==> src/rtl/tpg_pkg.sv <==
package tpg_pkg;

   localparam logic [1:0] MODE_TEXT = 2'd0;
   localparam logic [1:0] MODE_IDX4 = 2'd1;

   typedef struct packed {
      logic [9:0] glyph;
      logic       hflip;
      logic       vflip;
      logic [3:0] bank;
      logic [3:0] fg;
      logic [3:0] bg;
   } tpg_attr_t;

   // One entry word, two readings depending on the pixel format
   function automatic tpg_attr_t tpg_decode(input logic [1:0] mode, input logic [15:0] e);
      tpg_attr_t a;
      a.fg   = e[11:8];
      a.bg   = e[15:12];
      a.bank = e[15:12];
      if (mode == MODE_TEXT) begin
         a.glyph = {2'b00, e[7:0]};
         a.hflip = 1'b0;
         a.vflip = 1'b0;
      end else begin
         a.glyph = e[9:0];
         a.hflip = e[10];
         a.vflip = e[11];
      end
      return a;
   endfunction

endpackage

==> src/rtl/tpg_row_track.sv <==
module tpg_row_track #(
   parameter int ROW_W = 4
) (
   input  logic             clk,
   input  logic             rst_n,
   input  logic             frame_start,
   input  logic             line_end,
   input  logic [ROW_W-1:0] fine_v,
   input  logic [ROW_W-1:0] last_row,
   output logic [ROW_W-1:0] row
);

   always_ff @(posedge clk) begin
      if (!rst_n) begin
         row <= '0;
      end else if (frame_start) begin
         row <= (fine_v > last_row) ? '0 : fine_v;
      end else if (line_end) begin
         row <= (row >= last_row) ? '0 : row + 1'b1;
      end
   end

endmodule

==> src/rtl/tpg_fetch_addr.sv <==
module tpg_fetch_addr
   import tpg_pkg::*;
#(
   parameter int GLYPH_W = 10,
   parameter int ROW_W   = 4,
   localparam int ADDR_W = GLYPH_W + ROW_W
) (
   input  logic [1:0]        mode,
   input  logic              tall,
   input  logic [ROW_W-1:0]  row,
   input  logic [ROW_W-1:0]  last_row,
   input  logic [15:0]       entry,
   output logic [ADDR_W-1:0] addr
);

   tpg_attr_t        attr;
   logic [ROW_W-1:0] row_eff;
   logic             unused_fields;

   always_comb begin
      attr    = tpg_decode(mode, entry);
      row_eff = attr.vflip ? (last_row - row) : row;
      if (tall) begin
         addr = {attr.glyph, row_eff};
      end else begin
         addr = {1'b0, attr.glyph, row_eff[ROW_W-2:0]};
      end
   end

   assign unused_fields = ^{attr.fg, attr.bg, attr.bank, attr.hflip, row_eff[ROW_W-1]};

endmodule

==> src/rtl/tpg_pix_lanes.sv <==
module tpg_pix_lanes
   import tpg_pkg::*;
#(
   parameter int CELL_W   = 8,
   parameter int IDX_W    = 8,
   parameter int HFLIP_EN = 1,
   localparam int NIB_W   = IDX_W / 2,
   localparam int ROW_BITS = CELL_W * IDX_W
) (
   input  logic [1:0]          mode,
   input  logic [15:0]         entry,
   input  logic [ROW_BITS-1:0] row_bits,
   output logic [ROW_BITS-1:0] lanes
);

   tpg_attr_t           attr;
   logic [ROW_BITS-1:0] raw;
   logic                unused_fields;

   assign attr = tpg_decode(mode, entry);

   for (genvar p = 0; p < CELL_W; p++) begin : g_lane
      logic             bit1;
      logic [NIB_W-1:0] nib;
      logic [IDX_W-1:0] byt;
      assign bit1 = row_bits[CELL_W-1-p];
      assign nib  = row_bits[(CELL_W-p)*NIB_W-1 -: NIB_W];
      assign byt  = row_bits[(CELL_W-p)*IDX_W-1 -: IDX_W];
      assign raw[p*IDX_W +: IDX_W] =
         (mode == MODE_TEXT) ? {{NIB_W{1'b0}}, (bit1 ? attr.fg : attr.bg)} :
         (mode == MODE_IDX4) ? {attr.bank, nib} :
                               {byt[IDX_W-1:NIB_W] ^ attr.bank, byt[NIB_W-1:0]};
   end

   if (HFLIP_EN != 0) begin : g_flip
      for (genvar p = 0; p < CELL_W; p++) begin : g_sel
         assign lanes[p*IDX_W +: IDX_W] = attr.hflip ? raw[(CELL_W-1-p)*IDX_W +: IDX_W]
                                                     : raw[p*IDX_W +: IDX_W];
      end
      assign unused_fields = ^{attr.glyph, attr.vflip};
   end else begin : g_noflip
      assign lanes = raw;
      assign unused_fields = ^{attr.glyph, attr.vflip, attr.hflip};
   end

endmodule

==> src/rtl/tpg_serializer.sv <==
module tpg_serializer #(
   parameter int CELL_W = 8,
   parameter int IDX_W  = 8,
   localparam int COL_W = $clog2(CELL_W),
   localparam int ROW_BITS = CELL_W * IDX_W
) (
   input  logic                clk,
   input  logic                rst_n,
   input  logic                load,
   input  logic                drop,
   input  logic [COL_W-1:0]    start_pos,
   input  logic [ROW_BITS-1:0] lanes_in,
   output logic                busy,
   output logic                at_last,
   output logic [IDX_W-1:0]    pix_index
);

   localparam logic [COL_W-1:0] LAST_POS = COL_W'(CELL_W - 1);

   logic [ROW_BITS-1:0] lanes_q;
   logic [COL_W-1:0]    pos;

   assign at_last   = (pos == LAST_POS);
   assign pix_index = lanes_q[pos*IDX_W +: IDX_W];

   always_ff @(posedge clk) begin
      if (!rst_n) begin
         busy    <= 1'b0;
         pos     <= '0;
         lanes_q <= '0;
      end else if (load) begin
         busy    <= 1'b1;
         pos     <= start_pos;
         lanes_q <= lanes_in;
      end else if (drop) begin
         busy <= 1'b0;
      end else if (busy) begin
         if (at_last) begin
            busy <= 1'b0;
         end else begin
            pos <= pos + 1'b1;
         end
      end
   end

endmodule

==> src/rtl/tpg_tile_pixel_gen.sv <==
module tpg_tile_pixel_gen #(
   parameter int CELL_W   = 8,
   parameter int ROW_MAX  = 16,
   parameter int GLYPH_W  = 10,
   parameter int IDX_W    = 8,
   parameter int ENTRY_W  = 16,
   parameter int HFLIP_EN = 1
) (
   input  logic                                  clk,
   input  logic                                  rst_n,
   input  logic [1:0]                            mode,
   input  logic                                  cell_tall,
   input  logic [$clog2(ROW_MAX)-1:0]            row_last,
   input  logic [$clog2(CELL_W)-1:0]             fine_h,
   input  logic [$clog2(ROW_MAX)-1:0]            fine_v,
   input  logic                                  frame_start,
   input  logic                                  line_start,
   input  logic                                  line_end,
   input  logic [ENTRY_W-1:0]                    lk_entry,
   output logic [GLYPH_W+$clog2(ROW_MAX)-1:0]    lk_addr,
   input  logic                                  cell_valid,
   output logic                                  cell_ready,
   input  logic [ENTRY_W-1:0]                    cell_entry,
   input  logic [CELL_W*IDX_W-1:0]               cell_glyph,
   output logic                                  pix_valid,
   output logic [IDX_W-1:0]                      pix_index
);

   localparam int COL_W    = $clog2(CELL_W);
   localparam int ROW_W    = $clog2(ROW_MAX);
   localparam int ADDR_W   = GLYPH_W + ROW_W;
   localparam int ROW_BITS = CELL_W * IDX_W;
   localparam logic [ROW_W-1:0] SHORT_LAST = ROW_W'(ROW_MAX / 2 - 1);

   // Elaboration-time parameter checks
   if (ENTRY_W != 16 || GLYPH_W != 10 || IDX_W != 8) begin : g_bad_fields
      $error("tile entry layout needs ENTRY_W=16, GLYPH_W=10, IDX_W=8");
   end
   if (CELL_W < 2 || (CELL_W & (CELL_W - 1)) != 0 || CELL_W * 4 > ROW_BITS) begin : g_bad_cell
      $error("CELL_W must be a power of two of at least 2");
   end
   if (ROW_MAX < 4 || (ROW_MAX & (ROW_MAX - 1)) != 0) begin : g_bad_rows
      $error("ROW_MAX must be a power of two of at least 4");
   end

   logic [ROW_W-1:0]    row_cur;
   logic [ROW_W-1:0]    row_last_eff;
   logic [ROW_BITS-1:0] lanes;
   logic                busy;
   logic                at_last;
   logic                load;
   logic                first_q;
   logic [COL_W-1:0]    start_pos;

   // short cells cap the displayed height
   assign row_last_eff = (!cell_tall && row_last > SHORT_LAST) ? SHORT_LAST : row_last;

   tpg_row_track #(.ROW_W(ROW_W)) u_rows (
      .clk         (clk),
      .rst_n       (rst_n),
      .frame_start (frame_start),
      .line_end    (line_end),
      .fine_v      (fine_v),
      .last_row    (row_last_eff),
      .row         (row_cur)
   );

   tpg_fetch_addr #(.GLYPH_W(GLYPH_W), .ROW_W(ROW_W)) u_fetch (
      .mode     (mode),
      .tall     (cell_tall),
      .row      (row_cur),
      .last_row (row_last_eff),
      .entry    (lk_entry),
      .addr     (lk_addr)
   );

   tpg_pix_lanes #(.CELL_W(CELL_W), .IDX_W(IDX_W), .HFLIP_EN(HFLIP_EN)) u_lanes (
      .mode     (mode),
      .entry    (cell_entry),
      .row_bits (cell_glyph),
      .lanes    (lanes)
   );

   // hand-over is allowed when idle or on the final pixel
   assign cell_ready = !busy || at_last;
   assign load       = cell_valid && cell_ready;
   // the first cell of a line skips fine_h pixels
   assign start_pos  = (first_q || line_start) ? fine_h : '0;

   always_ff @(posedge clk) begin
      if (!rst_n) begin
         first_q <= 1'b1;
      end else if (load) begin
         first_q <= 1'b0;
      end else if (line_start) begin
         first_q <= 1'b1;
      end
   end

   tpg_serializer #(.CELL_W(CELL_W), .IDX_W(IDX_W)) u_ser (
      .clk       (clk),
      .rst_n     (rst_n),
      .load      (load),
      .drop      (line_start),
      .start_pos (start_pos),
      .lanes_in  (lanes),
      .busy      (busy),
      .at_last   (at_last),
      .pix_index (pix_index)
   );

   assign pix_valid = busy;

endmodule

==> config.mk <==
export PLATFORM = sky130hd
export DESIGN_NAME = tpg_tile_pixel_gen
export DESIGN_NICKNAME = d
export VERILOG_FILES = /design/src/rtl/tpg_pkg.sv /design/src/rtl/tpg_row_track.sv /design/src/rtl/tpg_fetch_addr.sv /design/src/rtl/tpg_pix_lanes.sv /design/src/rtl/tpg_serializer.sv /design/src/rtl/tpg_tile_pixel_gen.sv
export SDC_FILE = /design/constraint.sdc
export NUM_CORES = 1
export LEC_CHECK = 0
export BUFFER_PORTS_ARGS = -buffer_cell sky130_fd_sc_hd__buf_2
export CORE_MARGIN = 10
export CORE_UTILIZATION = 40
export DETAILED_ROUTE_END_ITERATION = 6
export PLACE_DENSITY = 0.65
export SLEW_MARGIN = 20
export SYNTH_ARGS = -nofsm -noshare
export SYNTH_HDL_FRONTEND = slang
export SYNTH_SLANG_ARGS = --single-unit
==> constraint.sdc <==
create_clock -name clk -period 1.9 [get_ports clk]
set_input_delay 0.095 -clock clk [delete_from_list [all_inputs] [get_ports clk]]
set_output_delay 0.095 -clock clk [all_outputs]
set_load 0.02 [all_outputs]
==> flow_summary.ini <==
[synth]
yosysSeqAreaShare_pct = 25.9
synth_edf_count = 0
netlist_area_um2 = 5650
synth_nets = 800
yosysWarnings = 0
async_reset_ff_share_pct = 0
ys_ff_latch = 73
netlist_top_cells_area = dfxtp_1 26%, mux2i_1 11%, a21oi_1 7.9%
synth_cell_types = 58
synthCells = 672
yosysTopAreaCell = dfxtp_1
synth_ff_type = dfxtp_1
synthDominantCellAreaShare_pct = 25.9
syn-mean-instance-area_um2 = 8.40

[global_route]
antenna_found_initial = 1
grt_pass1_wl_um = 28500
gr-total-overflow = 0
grt_pass1_vias = 5463
grt_start_max_net_pins = 70
gr-usage-all-layers_pct = 17.5

[timing]
hold_violations = 0
fin_ws_ns = -0.0372
maxSlewViolCount = 0
max_freq_ghz = 0.516
fin_skew_ns = 0.00671
hold_slack_ns = 0.0487
fin_tns_setup_ns = -0.152
setup_viol_count_final = 7
rsz0062_at_grt = yes
period_share_pct = 102
fin_crit_ns = 1.94
worstMarginPinSlew_ns = 0.519
slew_headroom_pct = 64.9

[setup_path]
path_cells = clkbuf_16 > mux4_2 > mux2_4 > buf_6
crit_fanout = 5
crit_slowest_cell = mux4_2
slowest_delay_ns = 0.49
worst_ep_arrival_time_ns = 1.84
crit_required_ns = 1.80
cp-start-kind = register
path_delay_family = multiplexers
crit_type = register to output port
crit_path_end_kind = output port
critPathBufInv = 2
r2r_start = u_rows.row[1]$_SDFFE_PN0P_
cp-startpoint = u_ser.pos[0]$_SDFFE_PN0P_

[cts]
cts.sinks = 73
cts_root_buffer = clkbuf_16
clkLatencyLatePin_ns = 0.33
clk_pin_slew_ns = 0.06
cts_tree = built
htree_levels = 3
cts_inserted_buffers = 9
cts_buffer_depth = 2

[place]
io_buffers = 126
routabilityCongestion = 0.891
post-dp-hpwl_um = 13200
dp.cells = 931

[drt]
dr.pass1.iters = 5
drt_iter0_markers = 409
dr_total_vias = 5619
wirelength_um = 18300
vias_per_cell = 5.88
drc = 0
wire_per_inst_um = 19.1
ant_nets = 0

[hold_path]
worstHoldStart = fine_v[2]
hold_class = input port to register

[pwr]
leakagePower_nw = 2.93
sequentialPowerShare_pct = 34.4
sw_frac_of_total_pct = 31.5
p_switching_mw = 1.59
vdd_drop_max_v = 0.000390
pwr-share-clk_pct = 34.5
pwr_density_cell_nw_per_um2 = 725
power_frac_comb_pct = 31.1
total_power_mw = 5.07
p_int_mw = 3.47

[final_layout]
final_cells = 956
fillCellCount = 1324
area_growth_syn_to_layout_pct = 23.8
multi_input_area_um2 = 3820
regArea_um2 = 1470
drive_gt1_share_pct = 30.8
nNetsFinal = 898

[flow_run]
drv_cap = 0

[die]
num_io_pins = 140
design.die.area_um2 = 19300
rows = 43
die_y_um = 139
core_um2 = 13900
die_w_um = 139
initial_utilization_pct = 40.7

[status]
failed_checks = negative setup slack
status = finished, violations left
-- kinds of logic after synthesis --
group           share of synthesized area [%]
xor+xnor                                 5.12
fa+ha+maj                                2.79
flops                                    25.9
compound gates                           23.8
buf+inv                                  8.53
simple gates                             13.1
mux                                      20.8
-- power groups by stage --
stage                     Combinational, mW  Clock, mW  Sequential [mW]
after global routing                   1.71       1.81             1.76
after CTS                              1.49       1.76             1.74
final                                  1.58       1.75             1.75
after global placement                 1.40          0             1.76
after floorplan                        1.01          0             1.75
after detailed placement               1.43          0             1.77
-- routing by layer --
metal	track usage [%]	share of wire, %
met5	0	0
met4	5.71	2.4
met3	3.36	5.9
met2	29.2	48
met1	22.0	43
-- synthesized netlist by cell type, types with 3 or more instances --
cell and instances:
a21oi_1 89, inv_1 14, mux4_2 16, nor2b_1 7, clkbuf_1 29, a22o_1 21, nand3_1 13, a31oi_1 5
and2_1 6, o2111a_1 3, nand3b_1 3, buf_4 5, nand2b_1 6, o31ai_1 6, nor3_1 44, xnor2_1 32
ha_1 11, buf_6 10, nor2_1 34, a22oi_1 4, o221ai_1 6, o21a_1 5, a211oi_1 5, nand2_1 15
buf_2 30, o21ai_0 60, o211ai_1 3, mux2i_1 62, mux2_2 17, dfxtp_1 73, buf_1 4
-- through the flow --
step	instance area [um^2]	worst slack [ns]	util [%]
floorplan	5660	-0.0641	-
global placement	6410	-0.0731	46.2
detailed placement	6410	-0.146	46.2
CTS	6850	-0.0585	49.3
global route	6990	-0.106	50.4
finish	6990	-0.0372	50.4
-- cell type report --
| type | count | area share, % |
|---|---|---|
| Timing Repair Buffer | 166 | 16.1 |
| Clock buffer | 10 | 3.42 |
| Inverter | 14 | 0.752 |
| Antenna cell | 1 | 0.0358 |
| Clock inverter | 6 | 0.931 |
| Multi-Input combinational cell | 506 | 54.6 |
| Tap cell | 180 | 3.22 |
| Sequential cell | 73 | 21.0 |
-- cell usage in the layout, fill, tap and decap left out, types with 16 or more instances in the layout --
master | Yosys | routed
buf_2 | 30 | 116
nor2_1 | 34 | 34
xnor2_1 | 32 | 32
a21oi_1 | 89 | 89
o21ai_0 | 60 | 59
dfxtp_1 | 73 | 70
nor3_1 | 44 | 44
mux4_2 | 16 | 16
mux2i_1 | 62 | 62
buf_4 | 5 | 29
a22o_1 | 21 | 21
-- final timing paths --
path | slack, ns | endpoint | cells past startpoint
min reg2reg | 0.48 | u_ser.lanes_q[58]$_SDFFE_PN0P_ | 2
min | 0.05 | u_rows.row[2]$_SDFFE_PN0P_ | 3
max | -0.04 | pix_index[4] | 4
max reg2reg | 0.01 | u_rows.row[1]$_SDFFE_PN0P_ | 6
-- registers in the layout (all words and copies together) (netlist names) --
register and flops:
first_q 1, u_rows.row 4, u_ser.busy 1, u_ser.lanes_q 64, u_ser.pos 3
-- tightest hold or removal path, stage by stage --
cell and delay [ns]:
buf_2 0.12, inv_1 0.06, o2bb2ai_1 0.06
-- repair_timing --
item	CTS	global route
setup buffers	6	2
gates resized for setup	25	24
cloned	0	1
hold buffers	0	0
pin swaps	7	4
setup endpoints to repair	10	13
Power figures use the tool's default switching activity.
